**src/rtl/mst_pkg.sv**
```systemverilog
package mst_pkg;
  typedef enum logic [1:0] {
    ST_IDLE  = 2'd0,
    ST_INV   = 2'd1,
    ST_STORE = 2'd2
  } mst_state_e;

  localparam logic [5:0] OPC_STORE_MULTI = 6'd47;
  localparam int unsigned INSTR_W = 32;
endpackage

```
**src/rtl/mst_decode.sv**
```systemverilog
module mst_decode #(
  parameter int unsigned AW     = 32,
  parameter int unsigned RIDX_W = 5
) (
  input  logic [31:0]       instr,
  input  logic [AW-1:0]     base_val,
  output logic              opc_hit,
  output logic [RIDX_W-1:0] rs_idx,
  output logic [RIDX_W-1:0] ra_idx,
  output logic [AW-1:0]     eff_addr
);
  import mst_pkg::*;

  localparam int unsigned DISP_W = 16;

  logic [DISP_W-1:0] disp;
  logic [AW-1:0]     disp_sx;
  logic [AW-1:0]     base_sel;

  // Fields counted from the MSB: opcode 0-5, source 6-10, base 11-15
  assign opc_hit  = (instr[31:26] == OPC_STORE_MULTI);
  assign rs_idx   = instr[25:21];
  assign ra_idx   = instr[20:16];
  assign disp     = instr[15:0];
  assign disp_sx  = {{(AW-DISP_W){disp[DISP_W-1]}}, disp};
  assign base_sel = (ra_idx == '0) ? '0 : base_val;
  assign eff_addr = base_sel + disp_sx;
endmodule

```
**src/rtl/mst_span.sv**
```systemverilog
module mst_span #(
  parameter int unsigned AW         = 32,
  parameter int unsigned RIDX_W     = 5,
  parameter int unsigned NREG       = 32,
  parameter int unsigned LINE_BYTES = 128,
  parameter int unsigned WORD_BYTES = 4
) (
  input  logic [AW-1:0]     eff_addr,
  input  logic [RIDX_W-1:0] rs_idx,
  output logic              misaligned,
  output logic [AW-1:0]     first_line,
  output logic [AW-1:0]     last_line
);
  localparam logic [AW-1:0] LINE_MASK = AW'(LINE_BYTES - 1);
  localparam logic [AW-1:0] WORD_MASK = AW'(WORD_BYTES - 1);
  localparam int unsigned   WB_LSB    = $clog2(WORD_BYTES);

  logic [AW-1:0] word_cnt;
  logic [AW-1:0] span_bytes;
  logic [AW-1:0] last_byte;

  assign misaligned = (eff_addr & WORD_MASK) != '0;
  assign word_cnt   = AW'(NREG) - AW'(rs_idx);
  assign span_bytes = word_cnt << WB_LSB;
  assign last_byte  = eff_addr + span_bytes - AW'(1);
  assign first_line = eff_addr & ~LINE_MASK;
  assign last_line  = last_byte & ~LINE_MASK;
endmodule

```
**src/rtl/multi_store_seq.sv**
```systemverilog
module multi_store_seq #(
  parameter int unsigned NREG       = 32,
  parameter int unsigned XLEN       = 64,
  parameter int unsigned AW         = 32,
  parameter int unsigned LINE_BYTES = 128
) (
  input  logic                      clk,
  input  logic                      rst_n,
  input  logic                      instr_valid,
  output logic                      instr_ready,
  input  logic [31:0]               instr_word,
  input  logic                      rsv_track_en,
  input  logic                      rsv_active,
  output logic [$clog2(NREG)-1:0]   rf_rd_idx,
  input  logic [XLEN-1:0]           rf_rd_data,
  output logic                      inv_valid,
  input  logic                      inv_ready,
  output logic [AW-1:0]             inv_line_addr,
  output logic                      wr_valid,
  input  logic                      wr_ready,
  output logic [AW-1:0]             wr_addr,
  output logic [31:0]               wr_data,
  output logic                      done,
  output logic                      fault
);
  import mst_pkg::*;

  localparam int unsigned RIDX_W     = $clog2(NREG);
  localparam int unsigned WORD_W     = 32;
  localparam int unsigned WORD_BYTES = WORD_W / 8;
  localparam int unsigned LINE_LSB   = $clog2(LINE_BYTES);
  localparam logic [RIDX_W-1:0] LAST_REG = RIDX_W'(NREG - 1);

  mst_state_e        state_q;
  logic [RIDX_W-1:0] cur_reg_q;
  logic [AW-1:0]     cur_addr_q;
  logic [AW-1:0]     line_cur_q;
  logic [AW-1:0]     line_end_q;
  logic              done_q;
  logic              fault_q;

  logic              opc_hit;
  logic [RIDX_W-1:0] rs_idx;
  logic [RIDX_W-1:0] ra_idx;
  logic [AW-1:0]     eff_addr;
  logic              misaligned;
  logic [AW-1:0]     first_line;
  logic [AW-1:0]     last_line;
  logic              take_instr;

  // Upper register half never reaches memory
  logic unused_hi;
  assign unused_hi = ^rf_rd_data[XLEN-1:WORD_W];

  mst_decode #(.AW(AW), .RIDX_W(RIDX_W)) u_decode (
    .instr    (instr_word),
    .base_val (rf_rd_data[AW-1:0]),
    .opc_hit  (opc_hit),
    .rs_idx   (rs_idx),
    .ra_idx   (ra_idx),
    .eff_addr (eff_addr)
  );

  mst_span #(
    .AW(AW), .RIDX_W(RIDX_W), .NREG(NREG),
    .LINE_BYTES(LINE_BYTES), .WORD_BYTES(WORD_BYTES)
  ) u_span (
    .eff_addr   (eff_addr),
    .rs_idx     (rs_idx),
    .misaligned (misaligned),
    .first_line (first_line),
    .last_line  (last_line)
  );

  assign instr_ready   = (state_q == ST_IDLE);
  assign take_instr    = instr_valid && instr_ready;
  // One read port: base register while idle, store source while storing
  assign rf_rd_idx     = (state_q == ST_STORE) ? cur_reg_q : ra_idx;
  assign inv_valid     = (state_q == ST_INV);
  assign inv_line_addr = line_cur_q;
  assign wr_valid      = (state_q == ST_STORE);
  assign wr_addr       = cur_addr_q;
  assign wr_data       = rf_rd_data[WORD_W-1:0];
  assign done          = done_q;
  assign fault         = fault_q;

  always_ff @(posedge clk) begin
    if (!rst_n) begin
      state_q    <= ST_IDLE;
      cur_reg_q  <= '0;
      cur_addr_q <= '0;
      line_cur_q <= '0;
      line_end_q <= '0;
      done_q     <= 1'b0;
      fault_q    <= 1'b0;
    end else begin
      done_q  <= 1'b0;
      fault_q <= 1'b0;
      unique case (state_q)
        ST_IDLE: begin
          if (take_instr && opc_hit) begin
            if (misaligned) begin
              fault_q <= 1'b1;
            end else begin
              cur_reg_q  <= rs_idx;
              cur_addr_q <= eff_addr;
              line_cur_q <= first_line;
              line_end_q <= last_line;
              state_q    <= (rsv_track_en && rsv_active) ? ST_INV : ST_STORE;
            end
          end
        end
        ST_INV: begin
          if (inv_ready) begin
            if (line_cur_q == line_end_q) begin
              state_q <= ST_STORE;
            end else begin
              line_cur_q <= line_cur_q + AW'(LINE_BYTES);
            end
          end
        end
        ST_STORE: begin
          if (wr_ready) begin
            if (cur_reg_q == LAST_REG) begin
              state_q <= ST_IDLE;
              done_q  <= 1'b1;
            end else begin
              cur_reg_q  <= cur_reg_q + RIDX_W'(1);
              cur_addr_q <= cur_addr_q + AW'(WORD_BYTES);
            end
          end
        end
        default: state_q <= ST_IDLE;
      endcase
    end
  end

  // stalled write keeps payload and register index
  a_r8_wr_hold: assert property (@(posedge clk) disable iff (!rst_n)
    (wr_valid && !wr_ready) |=> (wr_valid && $stable(wr_addr) && $stable(wr_data)
                                 && $stable(rf_rd_idx)));

  // stalled invalidate keeps its line
  a_r8_inv_hold: assert property (@(posedge clk) disable iff (!rst_n)
    (inv_valid && !inv_ready) |=> (inv_valid && $stable(inv_line_addr)));

  // invalidate, store and idle phases never overlap
  a_r5_phase_excl: assert property (@(posedge clk) disable iff (!rst_n)
    $onehot0({inv_valid, wr_valid, instr_ready}));

  // line addresses carry no offset bits
  a_r5_line_aligned: assert property (@(posedge clk) disable iff (!rst_n)
    inv_valid |-> (inv_line_addr[LINE_LSB-1:0] == '0));

  // every write is word aligned
  a_r3_word_aligned: assert property (@(posedge clk) disable iff (!rst_n)
    wr_valid |-> (wr_addr[1:0] == 2'b00));

  // done follows an accepted write
  a_r9_done_after_wr: assert property (@(posedge clk) disable iff (!rst_n)
    done |-> $past(wr_valid && wr_ready));

  // a fault comes with no request
  a_r7_fault_quiet: assert property (@(posedge clk) disable iff (!rst_n)
    fault |-> (!wr_valid && !inv_valid && !done));
endmodule

```
**config.mk**
```make
export PLATFORM = sky130hd
export DESIGN_NAME = multi_store_seq
export DESIGN_NICKNAME = d
export VERILOG_FILES = /design/src/rtl/mst_pkg.sv /design/src/rtl/mst_decode.sv /design/src/rtl/mst_span.sv /design/src/rtl/multi_store_seq.sv
export SDC_FILE = /design/constraint.sdc
export NUM_CORES = 1
export LEC_CHECK = 0
export ABC_CLOCK_PERIOD_IN_PS = 17200
export BUFFER_PORTS_ARGS = -buffer_cell sky130_fd_sc_hd__buf_2
export CAP_MARGIN = 10
export CELL_PAD_IN_SITES_DETAIL_PLACEMENT = 1
export CELL_PAD_IN_SITES_GLOBAL_PLACEMENT = 2
export CORE_MARGIN = 5
export CORE_UTILIZATION = 30
export CTS_CLUSTER_DIAMETER = 150
export DETAILED_ROUTE_END_ITERATION = 7
export GPL_TIMING_DRIVEN = 0
export PLACE_DENSITY_LB_ADDON = 0.1
export SETUP_SLACK_MARGIN = 0.05
export SLEW_MARGIN = 20
export SYNTH_ARGS = -nofsm -noshare
export SYNTH_HDL_FRONTEND = slang
export SYNTH_SLANG_ARGS = --single-unit
```
**constraint.sdc**
```tcl
create_clock -name clk -period 17.2 [get_ports clk]
set_clock_uncertainty 0.1 [all_clocks]
set_input_delay 1.72 -clock clk [delete_from_list [all_inputs] [get_ports clk]]
set_output_delay 1.72 -clock clk [all_outputs]
set_load 0.05 [all_outputs]
```
# Word-level counts from Yosys, hierarchy flattened
# Cells that the tools add are included.
[classes]
n_mul = 0
bitwise = 1
mux = 27
magnitude_cmp = 0
n_addsub = 7
shift = 0
n_reduce_logical = 14
n_div = 0
n_eq_ne = 13
[ops]
columns = ["operator", "count"]
rows = [
  ["two-way mux 32 bit", 9],
  ["case mux 32 bit (2 select lines)", 2],
  ["adder 32 bit", 2],
  ["adder 32 x 3 -> 32 bit, second input constant", 1],
  ["adder 32 x 8 -> 32 bit, second input constant", 1],
  ["equality test 32 bit", 1],
  ["nonzero test 32 bit", 1],
  ["subtractor 32 x 1 -> 32 bit, second input constant", 1],
  ["two-way mux 5 bit", 5],
  ["two-way mux 2 bit", 7],
  ["inequality test 2 x 1 -> 1 bit, second input constant", 5],
  ["case mux 5 bit (2 select lines)", 1],
  ["AND reduction 5 bit", 2],
  ["AND reduction 3 bit", 3],
  ["subtractor 6 x 5 -> 7 bit, first input constant", 1],
  ["equality test 6 bit, second input constant", 1],
  ["inequality test 2 bit, second input constant", 3],
  ["case mux 2 bit (3 select lines)", 1],
  ["AND reduction 6 bit", 1],
  ["adder 5 x 1 -> 5 bit, second input constant", 1],
  ["equality test 5 bit, second input constant", 1],
  ["logical NOT 5 bit", 1],
  ["nonzero test 2 bit", 2],
  ["logical AND 1 bit", 3],
  ["other kinds (5)", 6],
]
[word_totals]
ram_bits = 0
latchBits = 0
mem_bits_ro = 0
elab_cells = 69
ff_bits = 98
n_memories = 0

# Longest topological paths before layout
[depth]
depth_word = 7
ltp_mapped = 26

# Modules after synthesis
# From an unflattened synthesis, not the netlist that was laid out.
[unflattened]
cells_unflattened = 1471
area_unflattened_um2 = 10616.4
[modules_own_cells]
columns = ["module", "cells_per_inst", "area_each_um2", "instances"]
rows = [
  ["multi_store_seq", 835, 6261.0, 1],
  ["mst_span", 327, 2200.9, 1],
  ["mst_decode", 309, 2154.6, 1],
]

# Worst setup path after synthesis
# Ideal clock, no wire load.
[synth_timing]
path_kind = "input-to-reg"
from = "input instr_word[18]"
to = "register line_end_q[20]"
path_buffers = 1
t_arrival_ps = 7134
path_stages = 25
setup_time_ps = 67
slack_ps = 9899
path_cell_list = "or4_1 nor2_1 clkbuf_1 nor2b_1 ha_1 fa_1 a211oi_2 o21ai_2 a21o_2 a21o_1 xor2_1 inv_1 ha_1 a2111oi_0 o21ai_1 a32o_1 nand3_1 nand2_1 and3_1 a211o_1 maj3_2 a21oi_1 xor2_1 nand2_1 a21oi_2"
[synth_between]
elab_chain_len = 6
elab_cells_between_ends = 8
classes_between = "add/sub (3); mux (1); bitwise (1); reduce/logical (3)"
[synth_rtl]
columns = ["item", "line_no", "rtl"]
rows = [
  ["start: declaration", "multi_store_seq.sv:11", "input logic [31:0] instr_word,"],
  ["logical NOT 5 bit *", "mst_decode.sv:26", "assign base_sel = (ra_idx == '0) ? '0 : base_val;"],
  ["two-way mux 32 bit *", "mst_decode.sv:26", ""],
  ["adder 32 bit *", "mst_decode.sv:27", "assign eff_addr = base_sel + disp_sx;"],
  ["branches (longest 3 deep; another with adder 32 bit)", "-", ""],
  ["end signal: assignment", "multi_store_seq.sv:108", "line_end_q <= last_line;"],
  ["end: declaration", "multi_store_seq.sv:38", "logic [AW-1:0] line_end_q;"],
]
# Mark *: on every way between the ends.
# A chain may end at the register's enable or synchronous reset.

# Worst setup path after layout
[layout_timing]
from = "input instr_word[18]"
to = "register line_end_q[29]"
# The elaborated chain is that of the path after synthesis.

==> flow_metrics.py <==
metrics = {
    "sta": {
        "drv_slew": 0,
        "worst_slew_pin_slew_ns": 1.029,
        "slew_headroom_pct": 30.85,
        "fin_crit_ns": 8.554,
        "fin_ws_ns": 8.646,
        "grt_setup_unrepaired": "no",
        "fmax_ghz": 0.1169,
        "final.setup.tns_ns": 0,
        "hold_viol": 0,
        "min_period_over_period_pct": 49.74,
        "setup_violations": 0,
    },
    "placed_design": {
        "gp_congestion": 0.8878,
        "post-place-cells": 1843,
        "place_ws_ns": 8.174,
        "dpl.hpwl_um": 31380,
        "portBuffers": 169,
    },
    "critical_path": {
        "cp.depth": 26,
        "worstPathRequired_ns": 17.36,
        "cpPeakStageDelay_ns": 0.59,
        "cp.arrival_ns": 8.71,
        "startpoint_type": "input pin",
        "r2r_end": "wr_addr[30]$_SDFFE_PN0P_",
        "crit_type": "input pin to register",
        "path_buf_inv": 3,
        "r2r.worst_path.cells": 13,
        "crit_path_max_fanout": 10,
        "cp_top_family": "compound AO/OA/AOI/OAI gates",
        "critPathSlowestCell": "xor2_1",
        "rrSetupSlack_ns": 13.79,
        "crit-reg2reg-launch": "wr_addr[3]$_SDFFE_PN0P_",
        "critPathCaptureType": "register",
    },
    "logic_synthesis": {
        "yosys.area_share.simple_pct": 25.53,
        "synthMuxAreaShare_pct": 0.3287,
        "synthTopCellsByArea": "dfxtp_1 20%, ha_1 9.2%, a21oi_1 7.0%, o21ai_0 6.0%, nand2_1 5.8%",
        "syn-cell-area_um2": 9135,
        "synth_top_family_by_area": "compound AO/OA/AOI/OAI gates",
        "ys_seq_area_share_pct": 19.94,
        "synthAdderAreaFrac_pct": 9.519,
        "synth_seq_cells": 91,
        "synthDominantCellAreaShare_pct": 19.94,
        "syn_avg_cell_area_um2": 7.148,
        "ys_types": 92,
        "dominantRegCellSynth": "dfxtp_1",
        "synth-compound-area-share_pct": 28.02,
        "yosys_warnings": 0,
        "synth-edff-count": 0,
        "yosysTopAreaCell": "dfxtp_1",
        "netlist_instances": 1278,
        "async_reset_ff_share_pct": 0,
        "synth-xor-area-share_pct": 8.328,
    },
    "detailed_routing": {
        "ant_nets": 0,
        "viasPerCell": 5.385,
        "drc": 0,
        "drt_iter0_drc": 496,
        "routedWlPerCell_um": 20.70,
        "vias": 10010,
        "routed_wl_um": 38490,
        "dr.pass1.iters": 5,
    },
    "floorplanning": {
        "ios": 209,
        "initial_utilization_pct": 30.58,
        "die_y_um": 184.5,
        "die_x_um": 184.5,
        "core_area_um2": 29870,
        "dieArea_um2": 34040,
        "rows": 63,
    },
    "flow_run": {
        "max-cap-violations": 0,
    },
    "power": {
        "vdd_drop_max_mv": 0.04671,
        "power_leakage_nw": 4.670,
        "p_per_area_nw_per_um2": 106.9,
    },
    "global_route": {
        "antenna_found_initial": 0,
        "grt_start_max_net_pins": 19,
        "grt_pass1_vias": 10120,
        "grt_overflow_total": 0,
        "grt_pass1_wl_um": 59100,
        "grt_usage_pct": 22.14,
    },
    "finish": {
        "diodes": 0,
        "drive_gt1_share_pct": 19.20,
        "post-route-util_pct": 36.13,
        "fin_nets": 1635,
        "syn_to_final_growth_pct": 18.16,
        "layout_commonest_cell": "buf_2",
        "finalNonFillerCells": 1859,
        "final_cell_mix": "176 x buf_2, 142 x nand2_1, 127 x a21oi_1, 109 x o21ai_0, 103 x nor2_1",
    },
    "cts": {
        "cts_tree": "yes",
        "cts_resized": 0,
        "cts_buffer_depth": 2,
        "postCtsSetupBuffers": 0,
        "clk_pin_slew_ns": 0.08,
        "cts_buffers": 9,
        "postCtsHoldBufs": 0,
        "cts_root_buf": "clkbuf_16",
        "clock_latency_ns": 0.36,
        "htree_levels": 3,
        "cts_sinks": 91,
    },
    "worst_hold_path": {
        "worstHoldPathCells": 2,
        "holdPathEnd": "line_end_q[22]$_SDFFE_PN0P_",
        "hp-start": "line_end_q[22]$_SDFFE_PN0P_",
        "hold_class": "register to register",
    },
    "run_status": {
        "status": "complete, no violations",
    },
}
## metal layers
| layer | wire [µm] | track usage, % | vias to the layer above |
|---|---|---|---|
| met5 | 0 | 0 | - |
| li1 | - | - | 4927 |
| met3 | 1300 | 2.270 | 18 |
| met2 | 18470 | 38.76 | 202 |
| met1 | 18320 | 29.97 | 4864 |
| met4 | 406 | 3.638 | 0 |
## through the flow
step | area (µm²) | hold slack (ns) | power, mW
floorplan | 9158 | 0.3433 | 0.7555
global placement | 10490 | 0.3539 | 0.9423
detailed placement | 10500 | 0.3582 | 0.9496
CTS | 10790 | 0.3678 | 1.158
global route | 10790 | 0.3810 | 1.228
finish | 10790 | 0.3690 | 1.153
## state kept, by name (all words and copies together), names as in the netlist
name and cells:
inv_line_addr 25, cur_reg_q 5, state_q 2, wr_addr 32, fault 1, line_end_q 25
done 1
## how the worst max path moves through the flow
stage | from | endpoint | slack, ns
after floorplan | instr_word[18] | line_end_q[20]$_SDFFE_PN0P_ | 9.90
final | instr_word[18] | line_end_q[29]$_SDFFE_PN0P_ | 8.65
after global routing | instr_word[18] | line_end_q[23]$_SDFFE_PN0P_ | 8.12
after detailed placement | instr_word[18] | line_end_q[29]$_SDFFE_PN0P_ | 8.17
after global placement | instr_word[18] | line_end_q[29]$_SDFFE_PN0P_ | 8.22
after CTS | instr_word[18] | line_end_q[29]$_SDFFE_PN0P_ | 8.54
## cells in the mapped netlist, drive strengths merged (8+ instances only)
master  instances
o22ai           8
nor2          104
a22oi          20
nand2         143
xor2           22
xnor2          58
nor4           10
o211ai         13
and3           41
and2           11
inv            53
clkbuf         47
a211oi         22
nand4          15
ha             67
buf            54
nor3           23
a21oi         132
nor2b          37
o21ai         124
dfxtp          91
nand3          50
a21o           18
or3            10
## cell type report
cell class                      count  area, µm²
Buffer                            101      553.0
Clock buffer                        9      225.2
Fill cell                        3809      19080
Timing Repair Buffer              169      845.8
Inverter                           54      203.9
Multi-Input combinational cell   1038       6586
Sequential cell                    91       1822
Clock inverter                      7      70.07
Tap cell                          390      488.0
## where the power goes
part	total [mW]	internal, mW	switching [mW]
clock network	0.208	0.102	0.106
logic	0.680	0.224	0.456
registers	0.265	0.234	0.0315
## tightest hold or removal path, stage by stage (launching register included)
cell and delay, ns:
dfxtp_1 0.32, nand2_1 0.06, a21oi_1 0.05
## kinds of logic after synthesis
| logic type | Yosys count |
|---|---|
| AOI/OAI and AO/OA | 407 |
| xor gates and xnor gates | 80 |
| adders and majority gates | 69 |
| buffers and inverters | 155 |
| DFF | 91 |
| muxes | 3 |
| other | 1 |
| and+or+nand+nor | 472 |
No activity file was read; power rests on OpenSTA's default activity.
